`src/rtl/serdes_lane_ctrl.sv`:
```
module serdes_lane_ctrl #(
  parameter int LANES      = 8,
  parameter int WORD_W     = 10,
  parameter int LOCK_WORDS = 64,
  parameter int WAKE_WORDS = 16
) (
  input  logic                    clk,
  input  logic                    rst_n,
  input  logic                    glb_pd_n,
  input  logic [LANES-1:0]        lane_pd_n,
  input  logic                    out_en,
  input  logic [LANES-1:0]        sync_req,
  input  logic [LANES*WORD_W-1:0] par_data,
  output logic                    word_tick,
  output logic                    lock_ready,
  output logic [LANES-1:0]        ser_out,
  output logic [LANES-1:0]        ser_oe
);

  localparam int FRAME_W = WORD_W + 2;
  localparam int PH_W    = $clog2(FRAME_W);
  localparam int LK_W    = $clog2(LOCK_WORDS + 1);
  localparam int WK_W    = $clog2(WAKE_WORDS + 1);
  localparam logic [PH_W-1:0] PH_LAST = PH_W'(FRAME_W - 1);
  localparam logic [LK_W-1:0] LK_LAST = LK_W'(LOCK_WORDS - 1);
  localparam logic [WK_W-1:0] WK_FULL = WK_W'(WAKE_WORDS);
  localparam logic [WORD_W-1:0] SYNC_WORD =
    WORD_W'((1 << (WORD_W / 2)) - 1);

  logic [PH_W-1:0] phase;
  logic [LK_W-1:0] lock_cnt;
  logic [LANES-1:0] lane_live;

  assign word_tick = glb_pd_n && (phase == PH_LAST);

  always_ff @(posedge clk or negedge rst_n) begin
    if (!rst_n) begin
      phase <= '0;
    end else if (!glb_pd_n || word_tick) begin
      phase <= '0;
    end else begin
      phase <= phase + 1'b1;
    end
  end

  always_ff @(posedge clk or negedge rst_n) begin
    if (!rst_n) begin
      lock_cnt   <= '0;
      lock_ready <= 1'b0;
    end else if (!glb_pd_n) begin
      lock_cnt   <= '0;
      lock_ready <= 1'b0;
    end else if (word_tick && !lock_ready) begin
      if (lock_cnt == LK_LAST) lock_ready <= 1'b1;
      else                     lock_cnt   <= lock_cnt + 1'b1;
    end
  end

  for (genvar i = 0; i < LANES; i++) begin : g_lane
    logic [WK_W-1:0]    wake_cnt;
    logic [FRAME_W-1:0] shreg;
    logic [WORD_W-1:0]  word;

    assign word = sync_req[i] ? SYNC_WORD : par_data[i*WORD_W +: WORD_W];

    always_ff @(posedge clk or negedge rst_n) begin
      if (!rst_n) begin
        wake_cnt <= '0;
      end else if (!lane_pd_n[i]) begin
        wake_cnt <= '0;
      end else if (!glb_pd_n || !lock_ready) begin
        wake_cnt <= WK_FULL;
      end else if (word_tick && wake_cnt != WK_FULL) begin
        wake_cnt <= wake_cnt + 1'b1;
      end
    end

    always_ff @(posedge clk or negedge rst_n) begin
      if (!rst_n) begin
        shreg <= '0;
      end else if (!glb_pd_n) begin
        shreg <= '0;
      end else if (word_tick) begin
        shreg <= {1'b0, word, 1'b1};
      end else begin
        shreg <= {1'b0, shreg[FRAME_W-1:1]};
      end
    end

    assign lane_live[i] = lock_ready && lane_pd_n[i] && (wake_cnt == WK_FULL);
    assign ser_oe[i]    = out_en && lane_live[i];
    assign ser_out[i]   = ser_oe[i] && shreg[0];

    a_r7_no_instant_wake: assert property (@(posedge clk) disable iff (!rst_n)
      ($rose(lane_pd_n[i]) && lock_ready) |-> !ser_oe[i]);
  end

  a_r8_pd_clears_all: assert property (@(posedge clk) disable iff (!rst_n)
    !glb_pd_n |=> (!lock_ready && ser_oe == '0));

  a_r6_lock_holds: assert property (@(posedge clk) disable iff (!rst_n)
    (lock_ready && glb_pd_n) |=> lock_ready);

  a_r3_tick_spaced: assert property (@(posedge clk) disable iff (!rst_n)
    word_tick |=> !word_tick);

  a_r9_quiet_when_off: assert property (@(posedge clk) disable iff (!rst_n)
    (ser_out & ~ser_oe) == '0);

  a_r2_no_drive_unlocked: assert property (@(posedge clk) disable iff (!rst_n)
    !lock_ready |-> ser_oe == '0);

endmodule

```
`config.mk`:
```
export PLATFORM = sky130hd
export DESIGN_NAME = serdes_lane_ctrl
export DESIGN_NICKNAME = d
export VERILOG_FILES = /design/src/rtl/serdes_lane_ctrl.sv
export SDC_FILE = /design/constraint.sdc
export NUM_CORES = 1
export LEC_CHECK = 0
export BUFFER_PORTS_ARGS = -buffer_cell sky130_fd_sc_hd__clkbuf_2
export CAP_MARGIN = 20
export CORE_AREA = 2 2 98 119
export CTS_CLUSTER_DIAMETER = 50
export CTS_CLUSTER_SIZE = 10
export DETAILED_ROUTE_END_ITERATION = 6
export DIE_AREA = 0 0 100 121
export PLACE_DENSITY = 0.79
export SETUP_SLACK_MARGIN = 0.1
export SYNTH_ARGS = -nofsm -noshare
export SYNTH_HDL_FRONTEND = slang
export SYNTH_SLANG_ARGS = --single-unit
```
`constraint.sdc`:
```
create_clock -name clk -period 3.1 [get_ports clk]
set_clock_uncertainty 0.1 [all_clocks]
set_input_delay 0 -clock clk [delete_from_list [all_inputs] [get_ports clk]]
set_output_delay 0 -clock clk [all_outputs]
set_load 0.005 [all_outputs]
```
## Word-level counts from Yosys, hierarchy flattened

Index checks and enable logic that the tools add are counted.

| word-level totals | value |
|---|---|
| register bits | 148 |
| logic and storage cells | 161 |

| cells by class | value |
|---|---|
| add/sub/neg operators | 10 |
| multiplexer cells | 55 |
| equality and inequality tests | 29 |
| reduce and logical (&&, ||, !) cells | 48 |

Operator list:

| cell | number |
|---|---|
| two-way mux 11 bit | 16 |
| two-way mux 5 bit | 24 |
| two-way mux 10 bit | 8 |
| logical AND 1 bit | 42 |
| adder 5 x 1 -> 5 bit (second input constant) | 8 |
| equality test 5 bit (second input constant) | 8 |
| != test 5 bit (second input constant) | 8 |
| != test 3 x 1 -> 1 bit (second input constant) | 8 |
| two-way mux 7 bit | 3 |
| adder 7 x 1 -> 7 bit (second input constant) | 1 |
| equality test 7 x 6 -> 1 bit (second input constant) | 1 |
| adder 4 x 1 -> 4 bit (second input constant) | 1 |
| equality test 4 bit (second input constant) | 1 |
| two-way mux 4 bit | 1 |
| != test 2 x 1 -> 1 bit (second input constant) | 2 |
| AND reduction 2 bit | 2 |
| two-way mux 1 bit | 3 |
| zero test 1 bit | 2 |
| logical OR 1 bit | 2 |
| != test 2 bit (second input constant) | 1 |

## Depth between registers and ports, before layout

Gate-level depths: netlist of the first run.

| depth | value |
|---|---|
| depth after elaboration | 6 |
| gate-level depth with buffers | 7 |
| gate-level depth less buffers | 6 |

## Worst setup path after synthesis of the first run

Ideal clock, no wire load.

| timing path | value |
|---|---|
| path type | flip-flop to flip-flop |
| start | register phase[0] |
| end | register g_lane[7].shreg[4] |
| path buffers | 2 |
| setup time | 0.136 ns |
| setup slack | 1.394 ns |
| required time | 2.864 ns |
| arrival | 1.470 ns |
| cell stages (with the launch flop) | 8 |
| clock period less this slack | 1.706 ns |
| cells stage by stage | dfrtp_1 -> ha_1 -> nand2_1 -> or2_2 -> buf_2 -> buf_2 -> nor3_1 -> nor3_1 |

| on the way | value |
|---|---|
| word-level cells in the longest chain between the ends | 4 |

Ends and longest elaborated chain:

| element | line | source |
|---|---|---|
| from (decl) | 30 | `logic [PH_W-1:0] phase;` |
| from (signal assigned) | 42 | `phase <= phase + 1'b1;` |
| equality test 4 bit | 34 | `assign word_tick = glb_pd_n && (phase == PH_LAST);` |
| logical AND 1 bit | 34 |  |
| two-way mux 11 bit | 83 | `end else if (word_tick) begin` |
| two-way mux 11 bit | 81 | `end else if (!glb_pd_n) begin` |
| to (signal assigned) | 84 | `shreg <= {1'b0, word, 1'b1};` |
| to (signal assigned) | 86 | `shreg <= {1'b0, shreg[FRAME_W-1:1]};` |
| to (decl) | 61 | `logic [FRAME_W-1:0] shreg;` |

Every way passes these cells.
A chain may end at the register's enable or synchronous reset.

## Worst setup path after layout of the first run

| timing path | value |
|---|---|
| start | register phase[0] |
| end | register g_lane[7].shreg[6] |

Same word-level chain as after synthesis.

==> results of run 1 <==
## logic make-up (layout without fill, tap and decap cells)
kind of cell               Yosys count  after routing  share of synthesized area, %
buffers and inverters               59            344                          3.83
AOI/OAI and AO/OA                   67             67                          5.90
adders and majority gates           18             18                          3.52
and+or+nand+nor                    333            333                          27.1
xor gates and xnor gates            34             34                          4.65
muxes                                2              2                         0.313
DFF                                140            140                          54.7
## worst min path at each step
stage / slack [ps] / depth (start not counted) / start / end
after floorplan: -400 / 0 / rst_n / g_lane[0].shreg[0]
after global placement: 90 / 1 / rst_n / g_lane[3].wake_cnt[3]
after detailed placement: 100 / 1 / rst_n / g_lane[3].wake_cnt[2]
after CTS: 230 / 2 / rst_n / g_lane[3].wake_cnt[2]
after global routing: 300 / 2 / rst_n / g_lane[2].shreg[1]
final: 190 / 2 / rst_n / g_lane[3].wake_cnt[2]
## metal layers
layer / up-vias / share of wire [%] / track usage [%]
li1: 2756 / - / -
met1: 3140 / 37 / 46.2
met2: 459 / 50 / 63.9
met3: 120 / 7.9 / 7.09
met4: 0 / 4.8 / 17.5
met5: - / 0 / 0
## registers in the layout, indices dropped and copies added, names as in the netlist
name	flops
g_lane.shreg	88
g_lane.wake_cnt	40
lock_cnt	7
lock_ready	1
phase	4
## metrics by stage
stage / power (mW) / setup slack (ps) / hold WS, ps
2_1_floorplan: 1.93 / 1390 / -396
3_3_place_gp: 2.05 / 1110 / 91.4
3_5_place_dp: 2.05 / 1010 / 99.5
4_1_cts: 4.20 / 458 / 234
5_1_grt: 4.36 / 206 / 301
6_report: 4.26 / 254 / 185
## Yosys cell counts (2+ instances only)
library cell,instances,area (sq um)
o21ai_0,10,50.1
and2_1,10,62.6
nand4_1,17,106
o31ai_1,2,15.0
nand3b_1,32,240
dfrtp_1,140,3500
xnor2_1,16,140
nand2_1,51,191
buf_1,9,33.8
nor2_1,95,357
nand3_1,4,20.0
mux2i_1,2,20.0
nand2b_1,2,12.5
a21boi_0,8,60.1
a21oi_1,43,215
and3_1,9,56.3
clkbuf_1,14,52.6
nor3_1,81,405
inv_1,17,63.8
nor3b_1,16,120
xor2_1,18,158
ha_1,18,225
inv_2,2,7.51
nor4bb_1,8,80.1
buf_2,16,80.1
o211ai_1,2,15.0
## where the power goes
part | switching (mW) | internal, mW
logic | 0.139 | 0.145
registers | 0.00955 | 1.84
clock network | 0.800 | 1.33
total | 0.949 | 3.31
## what timing repair did
item | in CTS | in global routing
gates resized for setup | 0 | 1
setup endpoints to repair | 0 | 2
endpoints found under the hold margin | 232 | 0
hold buffers | 170 | 0
## area by class of cell
cell class | instances | area, sq um | area share, %
flip-flops and latches | 140 | 3500 | 37.3
repair buffers | 293 | 2380 | 25.3
multi-input cells | 454 | 2660 | 28.3
well taps | 132 | 165 | 1.76
clock buffers | 22 | 474 | 5.05
clock inverters | 10 | 139 | 1.48
inverters | 19 | 71.3 | 0.760
==> results by group, run 1 <==
Floorplan
  • IO Count: 118
  • Die area: 12100 sq um
  • Die X: 100 microns
  • Die height: 121 microns
  • Starting Density: 58.6%
  • Row count: 42
  • Core footprint: 10900 sq um

Power and ir drop
  • Pwr per Cell Area: 454 nW/um^2
  • Worst ir drop on vdd: 0.305 mV
  • Leak: 4.23 nW

Worst setup path
  • Reg2Reg Capture Point: g_lane[7].shreg[6]
  • Setup crit start kind: flip-flop
  • Max Fanout on Critical Path: 70
  • Critical path class: reg -> reg
  • Critical path arrival: 3070 ps
  • RR Startpoint: phase[0]
  • Worst Setup SP: phase[0]
  • Critical Path RT: 3320 ps
  • CP Capture Point: g_lane[7].shreg[6]
  • CP max stage delay: 610 ps
  • CP delay by family, top: buffers and inverters
  • CP Depth: 7
  • Crit. End Element: flip-flop
  • Flop2flop setup slack: 250 ps
  • Worst reg2reg path depth: 7
  • CP bufs+invs: 2
  • Crit-path cells: ha_1, nand2_1, nor2_4, buf_12, nand3b_1, dlygate4sd3_1, a21oi_1
  • Slowest stage cell, crit path: dlygate4sd3_1

Clocking
  • Reg clk slew, reported paths: 60 ps
  • CTS tree: built
  • Post-CTS Setup Inserts: 0
  • Clock tree buffer depth: 2
  • Sink Count: 140
  • CTS Buf Count: 17
  • Clk root buf: clkbuf_16
  • Worst-Skew Late Latency: 420 ps
  • H-tree depth: 4

Synth
  • Synth unique cells: 37
  • Ys async rst share: 100%
  • Post-Syn Instances: 653
  • Main synth FF type: dfrtp_1
  • #FFs+latches synth: 140
  • Synth warn: 0
  • Seq/Total Area, Yosys: 54.7%
  • Synthesized area: 6400 sq um
  • Post-Syn Nets: 771
  • Post-synth EDFFs: 0
  • Mean Syn Cell Area: 9.80 sq um

Global route
  • Vias in the first global route: 6723
  • Global-route usage over all layers: 37.5%
  • GR Overflow Total: 0
  • Initial antenna violation count: 0
  • Global-route wire length before repair: 34600 microns
  • Largest net degree at the start of global routing: 111

Timing
  • Setup Viol. Count Final: 0
  • Fin crit share: 91.8%
  • Minimum clock period: 2850 ps
  • RSZ-0062 raised after global routing: no
  • Final Max Tran Viols: 0
  • Final Hold Violating Endpoints: 0
  • Slew @ Worst Pin: 979 ps
  • Sum Neg Setup Slack: 0 ps
  • Highest clock rate: 351 MHz
  • Slew margin rel.: 34.7%

Layout
  • Most frequent standard cell in the layout excluding fill and tap cells: dlygate4sd3_1
  • P&R area growth vs syn: 46.7%
  • Commonest non-fill, non-tap cells in the layout: 170 x dlygate4sd3_1, 140 x dfrtp_1, 116 x clkbuf_2
  • Final Cell Area: 9390 sq um
  • Filler cells: 445
  • Final core utilization: 85.9%
  • Non-filler instance count after layout: 1070
  • Layout net count: 1043
  • Share of layout cells above drive strength 1: 17.1%
  • Antenna diodes: 0

Drt
  • Post-route ant nets: 0
  • DR pass1 iterations: 6
  • DR iter-0 viols: 743
  • Vias: 6475
  • DRC viols: 0
  • Final WL: 21900 microns
  • Drt wl/cell: 20.5 microns
  • Via density: 6.05

Place
  • I/O Buffers: 117
  • GP Congestion: 0.780
  • Dpl cell area: 7070 sq um
  • Dpl hpwl: 8930 microns
  • # placed instances: 868

Outcome
  • Status: completed

Min path
  • Worst min path class: in -> async

Run
  • Max cap viols: 0
No activity file was read; power rests on OpenSTA's default activity.
==> run 2, diff against run 1 <==
GPL_TIMING_DRIVEN = 0   (was default)
==> run 2 against run 1 <==
First-iteration DRC count shrank 29%. Critical path type unchanged. Worst hold slack lost 190 ps. Sequential share of layout area grew 1.8 points. Worst setup slack gained 150 ps.
==> results by group, run 2 (synthesized netlist as in run 1, its figures left out) <==
Floorplan
  • Starting Density: 58.6%
  • Die X: 100 microns
  • Die height: 121 microns
  • Row count: 42
  • IO Count: 118
  • Core footprint: 10900 sq um
  • Die area: 12100 sq um

Power and ir drop
  • Pwr per Cell Area: 489 nW/um^2
  • Psw: 0.950 mW
  • Leak: 4.06 nW
  • Share of total power in the clock network: 51.4%
  • Comb power frac: 6.5%
  • Worst ir drop on vdd: 0.436 mV
  • Seq pwr share: 42.1%
  • Internal power: 3.43 mW
  • Pwr Total: 4.38 mW
  • Sw frac: 21.7%

Worst setup path
  • Crit. End Element: flip-flop
  • Critical Path RT: 3280 ps
  • Flop2flop setup slack: 400 ps
  • Setup crit start kind: flip-flop
  • Slowest stage cell, crit path: dlygate4sd3_1
  • Critical path arrival: 2870 ps
  • Critical path class: reg -> reg
  • CP bufs+invs: 3
  • Crit-path cells: ha_1, nand2_1, or2_2, buf_2, buf_2, nor3_1, dlygate4sd3_1, nor3_1
  • Max Fanout on Critical Path: 10
  • CP max stage delay: 620 ps
  • CP delay by family, top: buffers and inverters

Layout
  • Share of layout cells above drive strength 1: 18.2%
  • Max FFs per register: 88
  • Layout net count: 1014
  • Filler cells: 571
  • Non-filler instance count after layout: 1041
  • Top reg by flops: g_lane.shreg
  • Regs by FF count: g_lane.shreg x88, g_lane.wake_cnt x40, lock_cnt x7
  • Antenna diodes: 0
  • P&R area growth vs syn: 39.8%
  • Most frequent standard cell in the layout excluding fill and tap cells: dfrtp_1
  • Commonest non-fill, non-tap cells in the layout: 140 x dfrtp_1, 115 x dlygate4sd3_1, 107 x clkbuf_2
  • Final core utilization: 81.9%

Drt
  • DR pass1 iterations: 6
  • DR iter-0 viols: 527
  • Via density: 5.96
  • Uppermost layer routed: met4
  • DRC viols: 0
  • Post-route ant nets: 0
  • DRT met1 WL: 7320 microns
  • Final WL: 20400 microns
  • Vias: 6205
  • Metal3 WL: 1780 microns
  • Met2 Wirelength: 10300 microns
  • Drt wl/cell: 19.6 microns

Clocking
  • CTS Buf Count: 17
  • CTS tree: built
  • Post-CTS resize count: 0
  • Sink Count: 140
  • Reg clk slew, reported paths: 60 ps
  • Clk root buf: clkbuf_16
  • Worst-Skew Late Latency: 430 ps
  • H-tree depth: 4
  • Clock tree buffer depth: 2

Global route
  • Initial antenna violation count: 0
  • Global-route wire length before repair: 32700 microns
  • Largest net degree at the start of global routing: 85
  • Vias in the first global route: 6550
  • GR Overflow Total: 0
  • Global-route usage over all layers: 35.3%

Timing
  • Slew margin rel.: 50.2%
  • Highest clock rate: 371 MHz
  • Final Max Tran Viols: 0
  • Fin crit share: 87.0%
  • Minimum clock period: 2700 ps
  • Setup Viol. Count Final: 0
  • Slew @ Worst Pin: 747 ps
  • Final Hold Violating Endpoints: 0
  • RSZ-0062 raised after global routing: no
  • Setup slack after layout: 403 ps
  • WHS: 0.123 ps

Place
  • # placed instances: 894
  • GP Congestion: 0.847
  • DP Worst Slack: 1070 ps
  • Dpl hpwl: 10500 microns
  • I/O Buffers: 108

Run
  • Max cap viols: 0

Outcome
  • Status: completed

Min path
  • Worst min path class: in -> async
run 2: routing by layer:
metal  vias to the layer above  GRT usage [%]
met1                      2985           40.5
met2                       411           61.5
met3                       109           9.27
met4                         0           16.4
met5                         -              0
li1                       2700              -
run 2: final timing paths:
check,start,end,cells past startpoint
setup / recovery,phase[0],g_lane[7].shreg[4],8
hold / removal,rst_n,g_lane[3].wake_cnt[2],2
setup reg to reg,phase[0],g_lane[7].shreg[4],8
hold reg to reg,g_lane[7].shreg[1],g_lane[7].shreg[0],2
max in group asynchronous,rst_n,g_lane[3].shreg[9],3
min in group clk,sync_req[7],g_lane[7].shreg[5],3
run 2: layout make-up:
class | count | area, sq um | area share [%]
clock buffer | 18 | 439 | 4.91
buffer | 40 | 174 | 1.94
inverter | 19 | 71.3 | 0.797
tap | 132 | 165 | 1.85
clock inverter | 14 | 216 | 2.42
timing repair buffer | 224 | 1730 | 19.3
sequential | 140 | 3500 | 39.1
multi-input combinational | 454 | 2650 | 29.6
run 2: power groups by stage:
stage                     combinational (mW)  sequential (mW)  clock, mW
after global routing                   0.304             1.84       2.33
after detailed placement               0.180             1.88          0
after CTS                              0.268             1.84       2.25
after global placement                 0.169             1.88          0
final                                  0.285             1.84       2.25
after floorplan                       0.0578             1.88          0
run 2: what timing repair did:
| action | in CTS | in global routing |
|---|---|---|
| hold buffers | 115 | 0 |
| buffers inserted | 0 | 0 |
| hold endpoints to repair | 264 | 0 |
run 2: stage by stage:
step	area [sq um]	TNS [ps]
finish	8950	0
global route	8950	0
CTS	8950	0
detailed placement	7140	0
global placement	7110	-35320
floorplan	6400	0
==> run 3, diff against run 2 <==
ABC_AREA = 1   (was default)
CORE_AREA = 2 2 101 123   (was 2 2 98 119)
DIE_AREA = 0 0 103 125   (was 0 0 100 121)
HOLD_SLACK_MARGIN = 0.02   (was default)
==> run 3 against run 2 <==
Wire length up 28%. Final cell count up 25%. Register-to-register slack better by 160 ps. Global-route usage up 7.1 points.
==> results by group, run 3 <==
Outcome
  • Status: completed

Global route
  • Initial antenna violation count: 0
  • Global-route usage over all layers: 42.4%
  • Vias in the first global route: 8050
  • GR Overflow Total: 0
  • Largest net degree at the start of global routing: 100
  • Global-route wire length before repair: 41300 microns

Timing
  • Slew @ Worst Pin: 745 ps
  • Fin crit share: 81.9%
  • Slew margin rel.: 50.3%
  • RSZ-0062 raised after global routing: no
  • Setup slack after layout: 561 ps
  • Setup Viol. Count Final: 0
  • Final Max Tran Viols: 0
  • Minimum clock period: 2540 ps
  • Highest clock rate: 394 MHz
  • Final Hold Violating Endpoints: 0

Layout
  • Antenna diodes: 0
  • Layout net count: 1250
  • Max FFs per register: 88
  • Filler cells: 652
  • Share of layout cells above drive strength 1: 16.5%
  • Most frequent standard cell in the layout excluding fill and tap cells: dlygate4sd3_1
  • Commonest non-fill, non-tap cells in the layout: 156 x dlygate4sd3_1, 153 x nand3_1, 140 x dfrtp_1
  • Regs by FF count: g_lane.shreg x88, g_lane.wake_cnt x40, lock_cnt x7
  • Top reg by flops: g_lane.shreg
  • P&R area growth vs syn: 43.1%
  • Final Cell Area: 9860 sq um
  • Final core utilization: 83.7%

Place
  • DP Worst Slack: 1090 ps
  • Dpl hpwl: 12000 microns
  • I/O Buffers: 115
  • Dpl cell area: 7700 sq um
  • GP Congestion: 0.866

Synth
  • Seq/Total Area, Yosys: 50.9%
  • Top cells by count, synth: 153 x nand3_1, 140 x dfrtp_1, 139 x nand2_1, 96 x o21ai_0, 82 x inv_1
  • Synthesized area: 6890 sq um
  • Post-synth EDFFs: 0
  • Synth area leaders: dfrtp_1 51%, nand3_1 11%, nand2_1 7.6%, o21ai_0 7.0%, inv_1 4.5%
  • Top cell type by total area after synthesis: dfrtp_1
  • Top-count cell post-synth: nand3_1
  • #FFs+latches synth: 140
  • Ys async rst share: 100%
  • Synth unique cells: 30
  • Post-Syn Instances: 840
  • Post-Syn Nets: 958
  • Mean Syn Cell Area: 8.20 sq um
  • Synth warn: 0
  • Main synth FF type: dfrtp_1
  • Synth top area share: 50.9%

Drt
  • Vias: 7896
  • DR pass1 iterations: 6
  • Via density: 6.05
  • Post-route ant nets: 0
  • Final WL: 26100 microns
  • DR iter-0 viols: 909
  • Drt wl/cell: 20.0 microns
  • DRC viols: 0

Clocking
  • Reg clk slew, reported paths: 70 ps
  • CTS tree: built
  • Post-CTS resize count: 0
  • Sink Count: 140
  • Worst-Skew Late Latency: 420 ps
  • Clk root buf: clkbuf_16
  • Clock tree buffer depth: 2
  • H-tree depth: 4
  • CTS Buf Count: 17

Power and ir drop
  • Worst ir drop on vdd: 0.410 mV
  • Internal power: 3.20 mW
  • Share of total power in the clock network: 47.2%
  • Leak: 5.01 nW
  • Psw: 1.11 mW
  • Pwr Total: 4.31 mW
  • Comb power frac: 9.9%
  • Sw frac: 25.9%
  • Pwr per Cell Area: 437 nW/um^2
  • Seq pwr share: 43.0%

Floorplan
  • Die X: 103 microns
  • Row count: 44
  • IO Count: 118
  • Die height: 125 microns
  • Starting Density: 58.5%
  • Die area: 12900 sq um
  • Core footprint: 11800 sq um

Worst setup path
  • Max Fanout on Critical Path: 10
  • Setup crit start kind: flip-flop
  • CP max stage delay: 590 ps
  • Critical path arrival: 2790 ps
  • Critical Path RT: 3350 ps
  • Crit. End Element: flip-flop
  • Crit-path cells: ha_1, nand3_2, nor2_4, buf_6, buf_4, nand2_1, nor2_1, dlygate4sd3_1
  • Slowest stage cell, crit path: dlygate4sd3_1
  • Critical path class: reg -> reg

Min path
  • Worst min path class: in -> async

Run
  • Max cap viols: 0
==> run 3: changes by cell type after synthesis, moves of 12 or more <==
| cell | delta |
|---|---|
| nand3_1 | +149 |
| nand2_1 | +88 |
| o21ai_0 | +86 |
| nor3_1 | -66 |
| inv_1 | +65 |
| a21oi_1 | -38 |
| nand3b_1 | -32 |
| xnor2_1 | -16 |
| nor3b_1 | -15 |
| nor2_1 | -14 |
| xor2_1 | -12 |
==> run 3: per-stage QoR <==
stage / std cells / TNS, ps / hold WS [ps]
floorplan: 840 / 0 / -396
global placement: 1116 / -49360 / 110
detailed placement: 1117 / 0 / -155
CTS: 1306 / 0 / 32.3
global route: 1306 / 0 / 63.3
finish: 1306 / 0 / 29.7
==> run 3: worst paths after layout <==
check,from,to,slack [ps],depth (start not counted)
max,phase[0],g_lane[6].shreg[10],560,8
min,rst_n,g_lane[5].wake_cnt[3],30,3
max reg2reg,phase[0],g_lane[6].shreg[10],560,8
min reg2reg,g_lane[3].shreg[1],g_lane[3].shreg[0],370,1
max in group asynchronous,rst_n,g_lane[0].wake_cnt[0],2390,3
min in group clk,glb_pd_n,g_lane[2].wake_cnt[4],80,6
==> run 3: cell type report <==
type	instances	area, sq um	area share, %
plain buffers	39	180	1.83
clock buffers	18	439	4.45
clock inverters	14	138	1.40
inverters	83	312	3.16
multi-input cells	578	2890	29.3
flip-flops and latches	140	3500	35.5
well taps	161	201	2.04
repair buffers	273	2190	22.2
==> run 3: layer usage <==
layer | track usage, % | part of all wire, % | up-vias | routed length [microns]
li1 | - | - | 3355 | -
met1 | 50.4 | 34 | 3599 | 8930
met2 | 65.9 | 46 | 726 | 12100
met3 | 11.0 | 11 | 216 | 2860
met4 | 30.1 | 8.5 | 0 | 2210
met5 | 0 | 0 | - | 0
==> run 3: power groups by stage <==
stage / clock [mW] / sequential [mW] / combinational [mW]
4_1_cts: 1.98 / 1.85 / 0.379
5_1_grt: 2.11 / 1.85 / 0.451
3_3_place_gp: 0 / 1.88 / 0.222
3_5_place_dp: 0 / 1.89 / 0.229
6_report: 2.03 / 1.85 / 0.425
2_1_floorplan: 0 / 1.88 / 0.0890
==> run 3: logic make-up after synthesis <==
kind of cell	share of synthesized area, %
AND/OR/NAND/NOR	29.4
flip-flops	50.9
buffers and inverters	7.14
AO/OA/AOI/OAI	8.57
adder cells (fa/ha/maj)	3.27
XOR/XNOR	0.763
==> run 3: what timing repair did <==
item                                   4_1_cts  5_1_grt
endpoints found under the hold margin      259        0
hold buffers                               157        0
buffers inserted                             0        0
==> run 3: worst max-delay path, delay by kind of cell (launching register included) <==
kind                     cells  cell delay [ps]
adder cells (fa/ha/maj)      1              270
flip-flops                   1              390
buffers and inverters        3             1010
AND/OR/NAND/NOR              4              690
